## config.mk

```make
export PLATFORM = sky130hd
export DESIGN_NAME = bsmac_top
export DESIGN_NICKNAME = d
export VERILOG_FILES = /design/src/rtl/bsmac_pkg.sv /design/src/rtl/bsmac_ctrl.sv /design/src/rtl/bsmac_shift.sv /design/src/rtl/bsmac_accum.sv /design/src/rtl/bsmac_top.sv
export SDC_FILE = /design/constraint.sdc
export NUM_CORES = 1
export LEC_CHECK = 0
export BUFFER_PORTS_ARGS = -buffer_cell sky130_fd_sc_hd__buf_2
export CAP_MARGIN = 10
export CORE_MARGIN = 10
export CORE_UTILIZATION = 46
export CTS_CLUSTER_SIZE = 16
export DETAILED_ROUTE_END_ITERATION = 8
export HOLD_SLACK_MARGIN = 0.1
export RECOVER_POWER = 50
export SYNTH_ARGS = -nofsm -noshare
export SYNTH_HDL_FRONTEND = slang
export SYNTH_SLANG_ARGS = --single-unit
```

## constraint.sdc

```tcl
create_clock -name clk -period 4.1 [get_ports clk]
set_input_delay 0.205 -clock clk [delete_from_list [all_inputs] [get_ports clk]]
set_output_delay 0.205 -clock clk [all_outputs]
set_load 0.01 [all_outputs]
```

## src/rtl/bsmac_pkg.sv

```systemverilog
package bsmac_pkg;

    // Controller states of the bit-serial multiply-accumulator
    typedef enum logic [1:0] {
        ST_IDLE  = 2'd0,
        ST_SHIFT = 2'd1,
        ST_FOLD  = 2'd2
    } bsmac_state_e;

endpackage

```

## src/rtl/bsmac_ctrl.sv

```systemverilog
module bsmac_ctrl
    import bsmac_pkg::*;
#(
    parameter int MAX_BITS = 8,
    parameter int CNT_W    = 4
) (
    input  logic             clk,
    input  logic             rst_n,
    input  logic             start_i,
    input  logic [CNT_W-1:0] cnt_i,
    output logic             load_o,
    output logic             shift_o,
    output logic             fold_o,
    output logic             busy_o,
    output logic             done_o
);

    localparam int REM_W = $clog2(MAX_BITS + 1);

    bsmac_state_e     state_q, state_d;
    logic [REM_W-1:0] rem_q, rem_d;
    logic [REM_W-1:0] cnt_eff;
    logic             done_q;

    // Clamp the requested precision to the supported maximum
    always_comb begin
        if (cnt_i > CNT_W'(MAX_BITS)) begin
            cnt_eff = REM_W'(MAX_BITS);
        end else begin
            cnt_eff = cnt_i[REM_W-1:0];
        end
    end

    // State register
    always_ff @(posedge clk or negedge rst_n) begin
        if (!rst_n) begin
            state_q <= ST_IDLE;
            rem_q   <= '0;
        end else begin
            state_q <= state_d;
            rem_q   <= rem_d;
        end
    end

    // Next-state logic
    always_comb begin
        state_d = state_q;
        rem_d   = rem_q;
        unique case (state_q)
            ST_IDLE: begin
                if (start_i) begin
                    rem_d   = cnt_eff;
                    state_d = (cnt_eff == '0) ? ST_FOLD : ST_SHIFT;
                end
            end
            ST_SHIFT: begin
                rem_d = rem_q - 1'b1;
                if (rem_q == REM_W'(1)) begin
                    state_d = ST_FOLD;
                end
            end
            ST_FOLD: begin
                state_d = ST_IDLE;
            end
            default: begin
                state_d = ST_IDLE;
            end
        endcase
    end

    // Output decode
    always_comb begin
        load_o  = 1'b0;
        shift_o = 1'b0;
        fold_o  = 1'b0;
        busy_o  = 1'b1;
        unique case (state_q)
            ST_IDLE: begin
                busy_o = 1'b0;
                load_o = start_i;
            end
            ST_SHIFT: begin
                shift_o = 1'b1;
            end
            ST_FOLD: begin
                fold_o = 1'b1;
            end
            default: begin
                busy_o = 1'b0;
            end
        endcase
    end

    // Done strobe follows the fold cycle
    always_ff @(posedge clk or negedge rst_n) begin
        if (!rst_n) begin
            done_q <= 1'b0;
        end else begin
            done_q <= fold_o;
        end
    end

    assign done_o = done_q;

endmodule

```

## src/rtl/bsmac_shift.sv

```systemverilog
module bsmac_shift #(
    parameter int OP_W   = 8,
    parameter int PROD_W = 16
) (
    input  logic              clk,
    input  logic              rst_n,
    input  logic              load_i,
    input  logic              shift_i,
    input  logic [OP_W-1:0]   opnd_i,
    input  logic              sub_i,
    input  logic              bit_i,
    output logic [PROD_W-1:0] prod_o,
    output logic              neg_o
);

    logic [OP_W-1:0]   opnd_q;
    logic              neg_q;
    logic [PROD_W-1:0] part_q;
    logic [PROD_W-1:0] addend;

    assign addend = bit_i ? PROD_W'(opnd_q) : '0;

    always_ff @(posedge clk or negedge rst_n) begin
        if (!rst_n) begin
            opnd_q <= '0;
            neg_q  <= 1'b0;
            part_q <= '0;
        end else if (load_i) begin
            opnd_q <= opnd_i;
            neg_q  <= sub_i;
            part_q <= '0;
        end else if (shift_i) begin
            // Double the partial product, then add on a one bit
            part_q <= {part_q[PROD_W-2:0], 1'b0} + addend;
        end
    end

    assign prod_o = part_q;
    assign neg_o  = neg_q;

endmodule

```

## src/rtl/bsmac_accum.sv

```systemverilog
module bsmac_accum #(
    parameter int PROD_W = 16,
    parameter int ACC_W  = 21
) (
    input  logic              clk,
    input  logic              rst_n,
    input  logic              clr_i,
    input  logic              fold_i,
    input  logic [PROD_W-1:0] prod_i,
    input  logic              neg_i,
    output logic [ACC_W-1:0]  acc_o
);

    logic [ACC_W-1:0] acc_q;
    logic [ACC_W-1:0] ext;
    logic [ACC_W-1:0] term;
    logic [ACC_W-1:0] base;

    assign ext  = ACC_W'(prod_i);
    assign term = fold_i ? (neg_i ? (~ext + 1'b1) : ext) : '0;
    assign base = clr_i ? '0 : acc_q;

    always_ff @(posedge clk or negedge rst_n) begin
        if (!rst_n) begin
            acc_q <= '0;
        end else if (clr_i || fold_i) begin
            acc_q <= base + term;
        end
    end

    assign acc_o = acc_q;

endmodule

```

## src/rtl/bsmac_top.sv

```systemverilog
module bsmac_top #(
    parameter int OP_W     = 8,
    parameter int MAX_BITS = 8,
    parameter int CNT_W    = 4,
    parameter int ACC_OPS  = 16,
    localparam int PROD_W  = OP_W + MAX_BITS,
    localparam int ACC_W   = PROD_W + $clog2(ACC_OPS) + 1
) (
    input  logic             clk,
    input  logic             rst_n,
    input  logic             start_i,
    input  logic [CNT_W-1:0] cnt_i,
    input  logic [OP_W-1:0]  opnd_i,
    input  logic             sub_i,
    input  logic             bit_i,
    input  logic             clr_i,
    output logic             busy_o,
    output logic             done_o,
    output logic [ACC_W-1:0] acc_o
);

    logic              load;
    logic              shift;
    logic              fold;
    logic [PROD_W-1:0] prod;
    logic              neg;

    bsmac_ctrl #(
        .MAX_BITS (MAX_BITS),
        .CNT_W    (CNT_W)
    ) ctrl_i (
        .clk     (clk),
        .rst_n   (rst_n),
        .start_i (start_i),
        .cnt_i   (cnt_i),
        .load_o  (load),
        .shift_o (shift),
        .fold_o  (fold),
        .busy_o  (busy_o),
        .done_o  (done_o)
    );

    bsmac_shift #(
        .OP_W   (OP_W),
        .PROD_W (PROD_W)
    ) shift_i (
        .clk     (clk),
        .rst_n   (rst_n),
        .load_i  (load),
        .shift_i (shift),
        .opnd_i  (opnd_i),
        .sub_i   (sub_i),
        .bit_i   (bit_i),
        .prod_o  (prod),
        .neg_o   (neg)
    );

    bsmac_accum #(
        .PROD_W (PROD_W),
        .ACC_W  (ACC_W)
    ) accum_i (
        .clk    (clk),
        .rst_n  (rst_n),
        .clr_i  (clr_i),
        .fold_i (fold),
        .prod_i (prod),
        .neg_i  (neg),
        .acc_o  (acc_o)
    );

endmodule

```

==> results.sh, run 1 <==
export IMPL_antenna_found_initial=0
export IMPL_tightest_slew_ns=2.95
export IMPL_clk_path_buf_depth=2
export IMPL_routabilityCongestion=0.877
export IMPL_cp_end_kind="register"
export IMPL_syn_inst=513
export IMPL_final_max_slew_viol_count=54
export IMPL_fmax_mhz=264
export IMPL_outcome="complete, but fails checks"
export IMPL_syn2layout_area_growth_pct=10.6
export IMPL_initial_utilization=0.467
export IMPL_yosysTopAreaCell="dfrtp_1"
export IMPL_p_sw_frac=0.453
export IMPL_dr_first_iter_drc_count=146
export IMPL_remaining_drc_errors=0
export IMPL_yosysSeqAreaShare=0.310
export IMPL_hp_start="bit_i"
export IMPL_r2r_start="shift_i.prod_o[7]$_DFFE_PN0P_"
export IMPL_yosys_register_bits=53
export IMPL_ctsResizeCount=0
export IMPL_grt_pass1_vias=3534
export IMPL_drive_gt1_frac=0.0839
export IMPL_worst_setup_path_type="register to register"
export IMPL_clkSlewWorstSetupHoldPaths_ns=0.11
export IMPL_p_int_mw=1.66
export IMPL_p_sw_mw=1.38
export IMPL_io_pin_count=41
export IMPL_post_drt_wl_per_cell_um=15.0
export IMPL_syn_cell_area_um2=4280
export IMPL_yosysTopAreaCellShare=0.310
export IMPL_wl_um=9860
export IMPL_worst_setup_path_start_kind="register"
export IMPL_die_y_um=116
export IMPL_clkSinkCount=53
export IMPL_fillers=908
export IMPL_ys_warnings_count=0
export IMPL_crit_start="shift_i.prod_o[7]$_DFFE_PN0P_"
export IMPL_vias=3652
export IMPL_clkPwrFrac=0.128
export IMPL_die_x_um=116
export IMPL_grt_pass1_wl_um=17300
export IMPL_violations="capacitance limit, slew limit"
export IMPL_hold_violations=0
export IMPL_ant_nets=0
export IMPL_core_area_um2=9150
export IMPL_rows=35
export IMPL_cts_tree="done"
export IMPL_rsz0062_at_grt="no"
export IMPL_synth_area_per_cell_um2=8.34
export IMPL_synth_distinct_cells=59
export IMPL_p_comb_frac=0.554
export IMPL_powerDensity_nw_per_um2=642
export IMPL_power_leakage_nw=2.28
export IMPL_first_pass_iters=4
export IMPL_seq_area_um2=1330
export IMPL_grt_max_degree=54
export IMPL_grt_util_all_layers=0.155
export IMPL_tns_ns=0
export IMPL_fin_worst_skew_ns=0.00944
export IMPL_clk_latency_ns=0.31
export IMPL_cp_required_ns=4.31
export IMPL_clock_root_buffer="clkbuf_8"
export IMPL_synth_edf_count=0
export IMPL_cts_buffers_inserted=5
export IMPL_syn_num_nets=566
export IMPL_setup_viol_count_final=0
export IMPL_ir_drop_mv=0.225
export IMPL_maxSlewHeadroom=-0.967
export IMPL_multiInputGateArea_um2=2760
export IMPL_crit_arrival_ns=3.99
export IMPL_critPathMaxFanout=9
export IMPL_nets=600
export IMPL_overflow=0
export IMPL_hold_path_class="input pin to register"
export IMPL_power_mw=3.04
export IMPL_viasPerCell=5.54
export IMPL_antenna_cells=0
export IMPL_numPortBuffers=40
export IMPL_seqPwrFrac=0.317
export IMPL_synthFlopType="dfrtp_1"
export IMPL_htreeDepth=2
export IMPL_fin_crit_sh=0.923
export IMPL_drv_cap=1
export IMPL_yosys_top_cells_area="dfrtp_1 (31%), ha_1 (9.7%), nand2_1 (6.1%)"
export IMPL_hpwl_um=7320
export IMPL_ys_async_sr_fraction=1.00
export IMPL_period_minus_slack_ns=3.78
export IMPL_dieArea_um2=13600
## per-layer routing
metal / vias to the layer above / GRT usage / share of wire
met4: 0 / 0.0334 / 0.0080
met2: 68 / 0.259 / 0.48
met3: 6 / 0.0226 / 0.037
met5: - / 0 / 0
met1: 1714 / 0.206 / 0.48
li1: 1864 / - / -
## cells in the mapped netlist, drive strengths merged, types with 2 or more instances
| cell | number |
|---|---|
| fa | 2 |
| a21oi | 37 |
| o211ai | 5 |
| a31oi | 2 |
| a211oi | 5 |
| o31a | 2 |
| o21bai | 4 |
| nand2b | 10 |
| buf | 4 |
| nand4 | 10 |
| nor2 | 27 |
| a21o | 15 |
| or4 | 2 |
| or3 | 5 |
| and2 | 22 |
| o31ai | 6 |
| nand3 | 12 |
| o41ai | 2 |
| and3 | 2 |
| nor2b | 20 |
| dfrtp | 53 |
| or2 | 5 |
| nor3 | 4 |
| o22ai | 2 |
| ha | 33 |
| clkbuf | 24 |
| o311a | 2 |
| xor2 | 15 |
| inv | 21 |
| nand3b | 3 |
| xnor2 | 26 |
| o211a | 2 |
| nand2 | 70 |
| mux2i | 10 |
| and4 | 2 |
| o21ai | 30 |
| o221ai | 2 |
## what timing repair did
| action | in CTS | in global routing |
|---|---|---|
| hold buffers | 10 | 0 |
| endpoints found under the hold margin | 62 | 0 |
| setup buffers | 0 | 0 |
## through the flow
step           cells  instance area, µm²  utilization  setup slack, ns  hold WS, ns
6_report         659                4730        0.517            0.317        0.188
3_3_place_gp     641                4540        0.496            0.378        0.384
3_5_place_dp     641                4540        0.496            0.335        0.392
4_1_cts          659                4760        0.520            0.322        0.174
2_1_floorplan    513                4280            -            0.446      -0.0906
5_1_grt          659                4730        0.517           0.0183        0.194
## power by group through the flow
stage               Sequential [mW]  Clock [mW]  Combinational, mW
detailed placement            0.974           0               1.71
CTS                           0.966       0.405               1.72
global placement              0.958           0               1.68
global route                   1.01       0.424               1.94
finish                        0.964       0.390               1.68
floorplan                     0.928           0               1.32
## kinds of logic after synthesis
logic type / after synthesis / share of synthesized area
simple gates: 196 / 0.233
xor+xnor: 41 / 0.0840
compound gates: 128 / 0.196
fa+ha+maj: 35 / 0.106
flops: 53 / 0.310
buf+inv: 49 / 0.0451
mux: 11 / 0.0260
## state kept, by name (all words and copies together), names as in the netlist
register        flops
accum_i.acc_o      21
shift_i.prod_o     16
shift_i.opnd_q      8
ctrl_i.rem_q        4
ctrl_i.state_q      2
ctrl_i.done_o       1
shift_i.neg_o       1
## layout by cell type (no fill, tap or decap), drive strengths merged, types with 3 or more instances in the layout
cell         Yosys  layout
nand2           70      70
dfrtp           53      53
a21oi           37      37
ha              33      33
o21ai           30      30
clkbuf          24      28
nor2            27      27
xnor2           26      26
buf              4      23
and2            22      22
inv             21      21
nor2b           20      20
xor2            15      15
a21o            15      15
nand3           12      12
nand2b          10      10
nand4           10      10
mux2i           10      10
dlygate4sd3      0      10
o31ai            6       6
or2              5       5
o211ai           5       5
a211oi           5       5
or3              5       5
nor3             4       4
o21bai           4       4
nand3b           3       3
## worst max-delay path, cell delays in order, from the launching register on
cell and delay, ns:
dfrtp_1 0.49, or3_4 0.41, or3_4 0.35, or4_2 0.65, nand2_1 0.11, xnor2_1 0.06, and2_1 0.16, ha_1 0.39
a21oi_1 0.20, o21ai_0 0.12, a221oi_1 0.28, o31a_2 0.22, mux2i_1 0.18, nor3_1 0.07
## final timing paths
| check | slack [ns] | to | depth (start not counted) |
|---|---|---|---|
| min in group asynchronous | 1.48 | accum_i.acc_o[4]$_DFFE_PN0P_ | 3 |
| max in group asynchronous | 0.97 | shift_i.prod_o[11]$_DFFE_PN0P_ | 3 |
| min reg2reg | 0.48 | shift_i.opnd_q[5]$_DFFE_PN0P_ | 2 |
| max | 0.32 | accum_i.acc_o[20]$_DFFE_PN0P_ | 13 |
| max reg2reg | 0.32 | accum_i.acc_o[20]$_DFFE_PN0P_ | 13 |
| min | 0.19 | shift_i.prod_o[0]$_DFFE_PN0P_ | 3 |
## layout make-up
cell class,instances,area share
flip-flops and latches,53,0.280
multi-input cells,411,0.583
clock buffers,6,0.0175
well taps,111,0.0293
clock inverters,2,0.00793
repair buffers,55,0.0650
inverters,21,0.0167
Power figures use the tool's default switching activity.
==> run 2: changes to the inputs <==
Settings changed: CTS_BUF_LIST set to sky130_fd_sc_hd__clkbuf_2.
==> results.sh, run 2 (same netlist as run 1, synthesis figures left out) <==
export IMPL_violations="capacitance limit, slew limit"
export IMPL_seq_area_um2=1330
export IMPL_tns_ns=0
export IMPL_fillers=909
export IMPL_clock_root_buffer="clkbuf_2"
export IMPL_drive_gt1_frac=0.101
export IMPL_rsz0062_at_grt="no"
export IMPL_grt_max_degree=54
export IMPL_crit_arrival_ns=4.20
export IMPL_post_drt_wl_per_cell_um=14.9
export IMPL_clk_path_buf_depth=2
export IMPL_vias=3695
export IMPL_fin_worst_skew_ns=0.0399
export IMPL_tightest_slew_ns=2.93
export IMPL_fin_util=0.517
export IMPL_die_x_um=116
export IMPL_power_leakage_nw=2.32
export IMPL_ant_nets=0
export IMPL_cts_tree="done"
export IMPL_ctsHoldBuffers=14
export IMPL_worst_setup_path_type="register to register"
export IMPL_final_max_slew_viol_count=54
export IMPL_ir_drop_mv=0.237
export IMPL_syn2layout_area_growth_pct=10.6
export IMPL_viasPerCell=5.57
export IMPL_die_y_um=116
export IMPL_grt_util_all_layers=0.155
export IMPL_maxSlewHeadroom=-0.955
export IMPL_clkSlewWorstSetupHoldPaths_ns=0.31
export IMPL_fin_hold_ws_ns=0.156
export IMPL_initial_utilization=0.467
export IMPL_io_pin_count=41
export IMPL_routabilityCongestion=0.877
export IMPL_first_pass_iters=4
export IMPL_clk_latency_ns=0.47
export IMPL_largest_reg_flops=21
export IMPL_outcome="complete, but fails checks"
export IMPL_ctsResizeCount=0
export IMPL_wl_um=9870
export IMPL_rows=35
export IMPL_final_cells=663
export IMPL_hpwl_um=7320
export IMPL_cts_buffers_inserted=5
export IMPL_overflow=0
export IMPL_dr_first_iter_drc_count=136
export IMPL_worst_setup_path_start_kind="register"
export IMPL_clkSinkCount=53
export IMPL_fin_crit_sh=0.921
export IMPL_period_minus_slack_ns=3.78
export IMPL_grt_pass1_vias=3570
export IMPL_dieArea_um2=13600
export IMPL_multiInputGateArea_um2=2760
export IMPL_drv_cap=1
export IMPL_dp_cells=641
export IMPL_nets=604
export IMPL_antenna_cells=0
export IMPL_grt_pass1_wl_um=17400
export IMPL_powerDensity_nw_per_um2=621
export IMPL_postCtsSetupBuffers=0
export IMPL_mostFrequentLayoutCell="nand2_1"
export IMPL_cp_end_kind="register"
export IMPL_antenna_found_initial=0
export IMPL_fmax_mhz=265
export IMPL_post_place_ws_ns=0.335
export IMPL_hold_path_class="input pin to register"
export IMPL_remaining_drc_errors=0
export IMPL_critPathMaxFanout=9
export IMPL_htreeDepth=2
export IMPL_hold_violations=0
export IMPL_setup_viol_count_final=0
export IMPL_worst_slack_ns=0.323
export IMPL_numPortBuffers=40
export IMPL_core_area_um2=9150
export IMPL_layout_common_cells="nand2_1 (70), dfrtp_1 (53), a21oi_1 (37)"
export IMPL_cp_required_ns=4.52
-- run 2: area by class of cell --
type / instances / share of cell area
tap: 111 / 0.0293
clock buffer: 5 / 0.00529
inverter: 21 / 0.0167
sequential: 53 / 0.280
clock inverter: 3 / 0.00873
multi-input combinational: 411 / 0.583
timing repair buffer: 59 / 0.0764
-- run 2: through the flow --
step / power, mW / instance area, µm²
3_3_place_gp: 2.64 / 4540
3_5_place_dp: 2.69 / 4540
2_1_floorplan: 2.25 / 4280
6_report: 2.94 / 4730
5_1_grt: 3.28 / 4730
4_1_cts: 2.99 / 4750
-- run 2: worst paths after layout --
kind                                                from                             to  slack (ns)  cells after the start
max in group asynchronous                          rst_n  shift_i.opnd_q[1]$_DFFE_PN0P_        1.19                      3
max                        shift_i.prod_o[8]$_DFFE_PN0P_  accum_i.acc_o[20]$_DFFE_PN0P_        0.32                     13
min in group asynchronous                          rst_n  accum_i.acc_o[10]$_DFFE_PN0P_        1.27                      3
min                                             cnt_i[2]  ctrl_i.state_q[0]$_DFFE_PN0P_        0.16                      3
min reg2reg                shift_i.opnd_q[5]$_DFFE_PN0P_  shift_i.opnd_q[5]$_DFFE_PN0P_        0.51                      2
max reg2reg                shift_i.prod_o[8]$_DFFE_PN0P_  accum_i.acc_o[20]$_DFFE_PN0P_        0.32                     13
-- run 2: metal layers --
metal	vias up	wire, µm	share of wire	track usage
li1	1870	-	-	-
met1	1746	4560	0.46	0.206
met2	73	4810	0.49	0.261
met3	6	428	0.043	0.0231
met4	0	77	0.0078	0.0309
met5	-	0	0	0
-- run 2: critical path: stages (launching register included) --
cell      delay, ns
dfrtp_1        0.52
or3_4          0.42
or3_4          0.35
or4_2          0.65
nand2_1        0.11
xnor2_1        0.06
and2_1         0.16
ha_1           0.39
a21oi_1        0.20
o21ai_0        0.12
a221oi_1       0.28
o31a_2         0.22
mux2i_1        0.07
nor3_1         0.19
-- run 2: where the power goes --
part           leakage (nW)  internal, mW  switching, mW
registers             0.688         0.736          0.224
clock network        0.0366         0.101          0.181
logic                  1.59         0.737          0.962
==> run 3: changes to the inputs <==
Settings changed: PLACE_DENSITY set to 0.62.
==> results.sh, run 3 (same netlist as run 1, synthesis figures left out) <==
export IMPL_ff2ff_path_depth=13
export IMPL_cts_buffers_inserted=5
export IMPL_die_y_um=116
export IMPL_core_area_um2=9150
export IMPL_clock_root_buffer="clkbuf_2"
export IMPL_die_x_um=116
export IMPL_syn2layout_area_growth_pct=10.9
export IMPL_post_drt_wl_per_cell_um=15.3
export IMPL_fin_area_um2=4740
export IMPL_maxSlewHeadroom=-0.170
export IMPL_cp_endpoint="accum_i.acc_o[20]$_DFFE_PN0P_"
export IMPL_cts_tree="done"
export IMPL_fin_worst_skew_ns=0.0269
export IMPL_mostFrequentLayoutCell="nand2_1"
export IMPL_powerDensity_nw_per_um2=613
export IMPL_clkSinkCount=53
export IMPL_cp_required_ns=4.51
export IMPL_r2r_slack_ns=0.28
export IMPL_ant_nets=0
export IMPL_hpwl_um=7400
export IMPL_clk_latency_ns=0.47
export IMPL_seqPwrFrac=0.330
export IMPL_clkSlewWorstSetupHoldPaths_ns=0.30
export IMPL_p_comb_frac=0.593
export IMPL_setup_viol_count_final=0
export IMPL_power_leakage_nw=2.32
export IMPL_p_int_mw=1.53
export IMPL_overflow=0
export IMPL_routabilityCongestion=0.893
export IMPL_tightest_slew_ns=1.76
export IMPL_worst_setup_path_type="register to register"
export IMPL_critPathMaxFanout=9
export IMPL_outcome="complete, but fails checks"
export IMPL_final_max_slew_viol_count=34
export IMPL_rsz0062_at_grt="no"
export IMPL_grt_pass1_vias=3689
export IMPL_antenna_found_initial=0
export IMPL_grt_max_degree=39
export IMPL_io_pin_count=41
export IMPL_dr_first_iter_drc_count=233
export IMPL_grt_util_all_layers=0.155
export IMPL_remaining_drc_errors=0
export IMPL_dieArea_um2=13600
export IMPL_antenna_cells=0
export IMPL_layout_common_cells="nand2_1 (70), dfrtp_1 (51), a21oi_1 (37)"
export IMPL_first_pass_iters=4
export IMPL_r2r_start="shift_i.prod_o[8]$_DFFE_PN0P_"
export IMPL_clkPwrFrac=0.077
export IMPL_hold_path_class="input pin to register"
export IMPL_initial_utilization=0.467
export IMPL_drv_cap=1
export IMPL_postCtsSetupBuffers=0
export IMPL_worst_setup_path_start_kind="register"
export IMPL_tns_ns=0
export IMPL_clk_path_buf_depth=2
export IMPL_grt_pass1_wl_um=17400
export IMPL_p_sw_mw=1.38
export IMPL_rows=35
export IMPL_ir_drop_mv=0.242
export IMPL_drive_gt1_frac=0.105
export IMPL_numPortBuffers=40
export IMPL_fin_util=0.518
export IMPL_violations="capacitance limit, slew limit"
export IMPL_placed_area_um2=4540
export IMPL_largest_reg_flops=21
export IMPL_crit_arrival_ns=4.22
export IMPL_htreeDepth=2
export IMPL_period_minus_slack_ns=3.82
export IMPL_crit_start="shift_i.prod_o[8]$_DFFE_PN0P_"
export IMPL_nets=607
export IMPL_cp_end_kind="register"
export IMPL_timing_rr_end="accum_i.acc_o[20]$_DFFE_PN0P_"
export IMPL_fmax_mhz=262
export IMPL_final_cells=666
export IMPL_wl_um=10200
export IMPL_fin_crit_sh=0.931
export IMPL_dp_cells=641
export IMPL_hold_violations=0
export IMPL_fillers=900
export IMPL_vias=3674
export IMPL_viasPerCell=5.52
export IMPL_p_sw_frac=0.476
[run 3: cell count changes in the layout (fill, tap and decap cells not counted), sizes merged]
cell and delta:
buf -1, bufinv -1, clkbuf +1, clkinv +2
clkinvlp -1, dlygate4sd3 +3
[run 3: worst min path at each step]
stage	start	endpoint	slack, ns	cells after the start
global route	cnt_i[2]	ctrl_i.state_q[0]$_DFFE_PN0P_	0.13	3
finish	cnt_i[2]	ctrl_i.state_q[0]$_DFFE_PN0P_	0.14	3
floorplan	rst_n	accum_i.acc_o[0]$_DFFE_PN0P_	-0.09	0
global placement	rst_n	accum_i.acc_o[3]$_DFFE_PN0P_	0.20	1
CTS	cnt_i[2]	ctrl_i.state_q[0]$_DFFE_PN0P_	0.10	3
detailed placement	rst_n	accum_i.acc_o[4]$_DFFE_PN0P_	0.21	1
[run 3: power groups by stage]
stage	clock network [mW]	logic (mW)	registers [mW]
after detailed placement	0	1.71	0.969
after floorplan	0	1.32	0.928
after CTS	0.238	1.74	0.957
after global placement	0	1.68	0.955
final	0.225	1.73	0.959
after global routing	0.255	1.96	1.00
[run 3: worst max-delay path: stages, from the launching register on]
cell and delay (ns):
dfrtp_1 0.51, or3_4 0.42, or3_4 0.35, or4_2 0.65
nand2_1 0.11, xnor2_1 0.06, and2_1 0.17, ha_1 0.40
a21oi_1 0.21, o21ai_0 0.13, a221oi_1 0.28, o31a_2 0.22
mux2i_1 0.19, nor3_1 0.07
[run 3: what timing repair did]
action	in CTS	in global routing
resized for setup	0	3
endpoints found under the setup margin	0	1
hold endpoints to repair	34	0
hold buffers	17	0
[run 3: area by class of cell]
cell class	instances	area [µm²]	share of cell area
clock inverters	3	17.5	0.00369
well taps	111	139	0.0293
repair buffers	62	390	0.0823
clock buffers	5	25.0	0.00527
multi-input cells	411	2770	0.583
flip-flops and latches	53	1330	0.280
inverters	21	78.8	0.0166
[run 3: layer usage]
layer / vias to the layer above / track usage / routed length [µm]
li1: 1865 / - / -
met1: 1716 / 0.204 / 4790
met2: 81 / 0.259 / 4820
met3: 12 / 0.0226 / 441
met4: 0 / 0.0417 / 146
met5: - / 0 / 0
[run 3: metrics by stage]
stage               setup WS [ns]  power (mW)  hold WS (ns)
detailed placement          0.287        2.68         0.213
finish                      0.283        2.91         0.144
global placement            0.379        2.63         0.199
CTS                         0.270        2.94         0.103
floorplan                   0.446        2.25       -0.0906
global route              0.00922        3.22         0.129
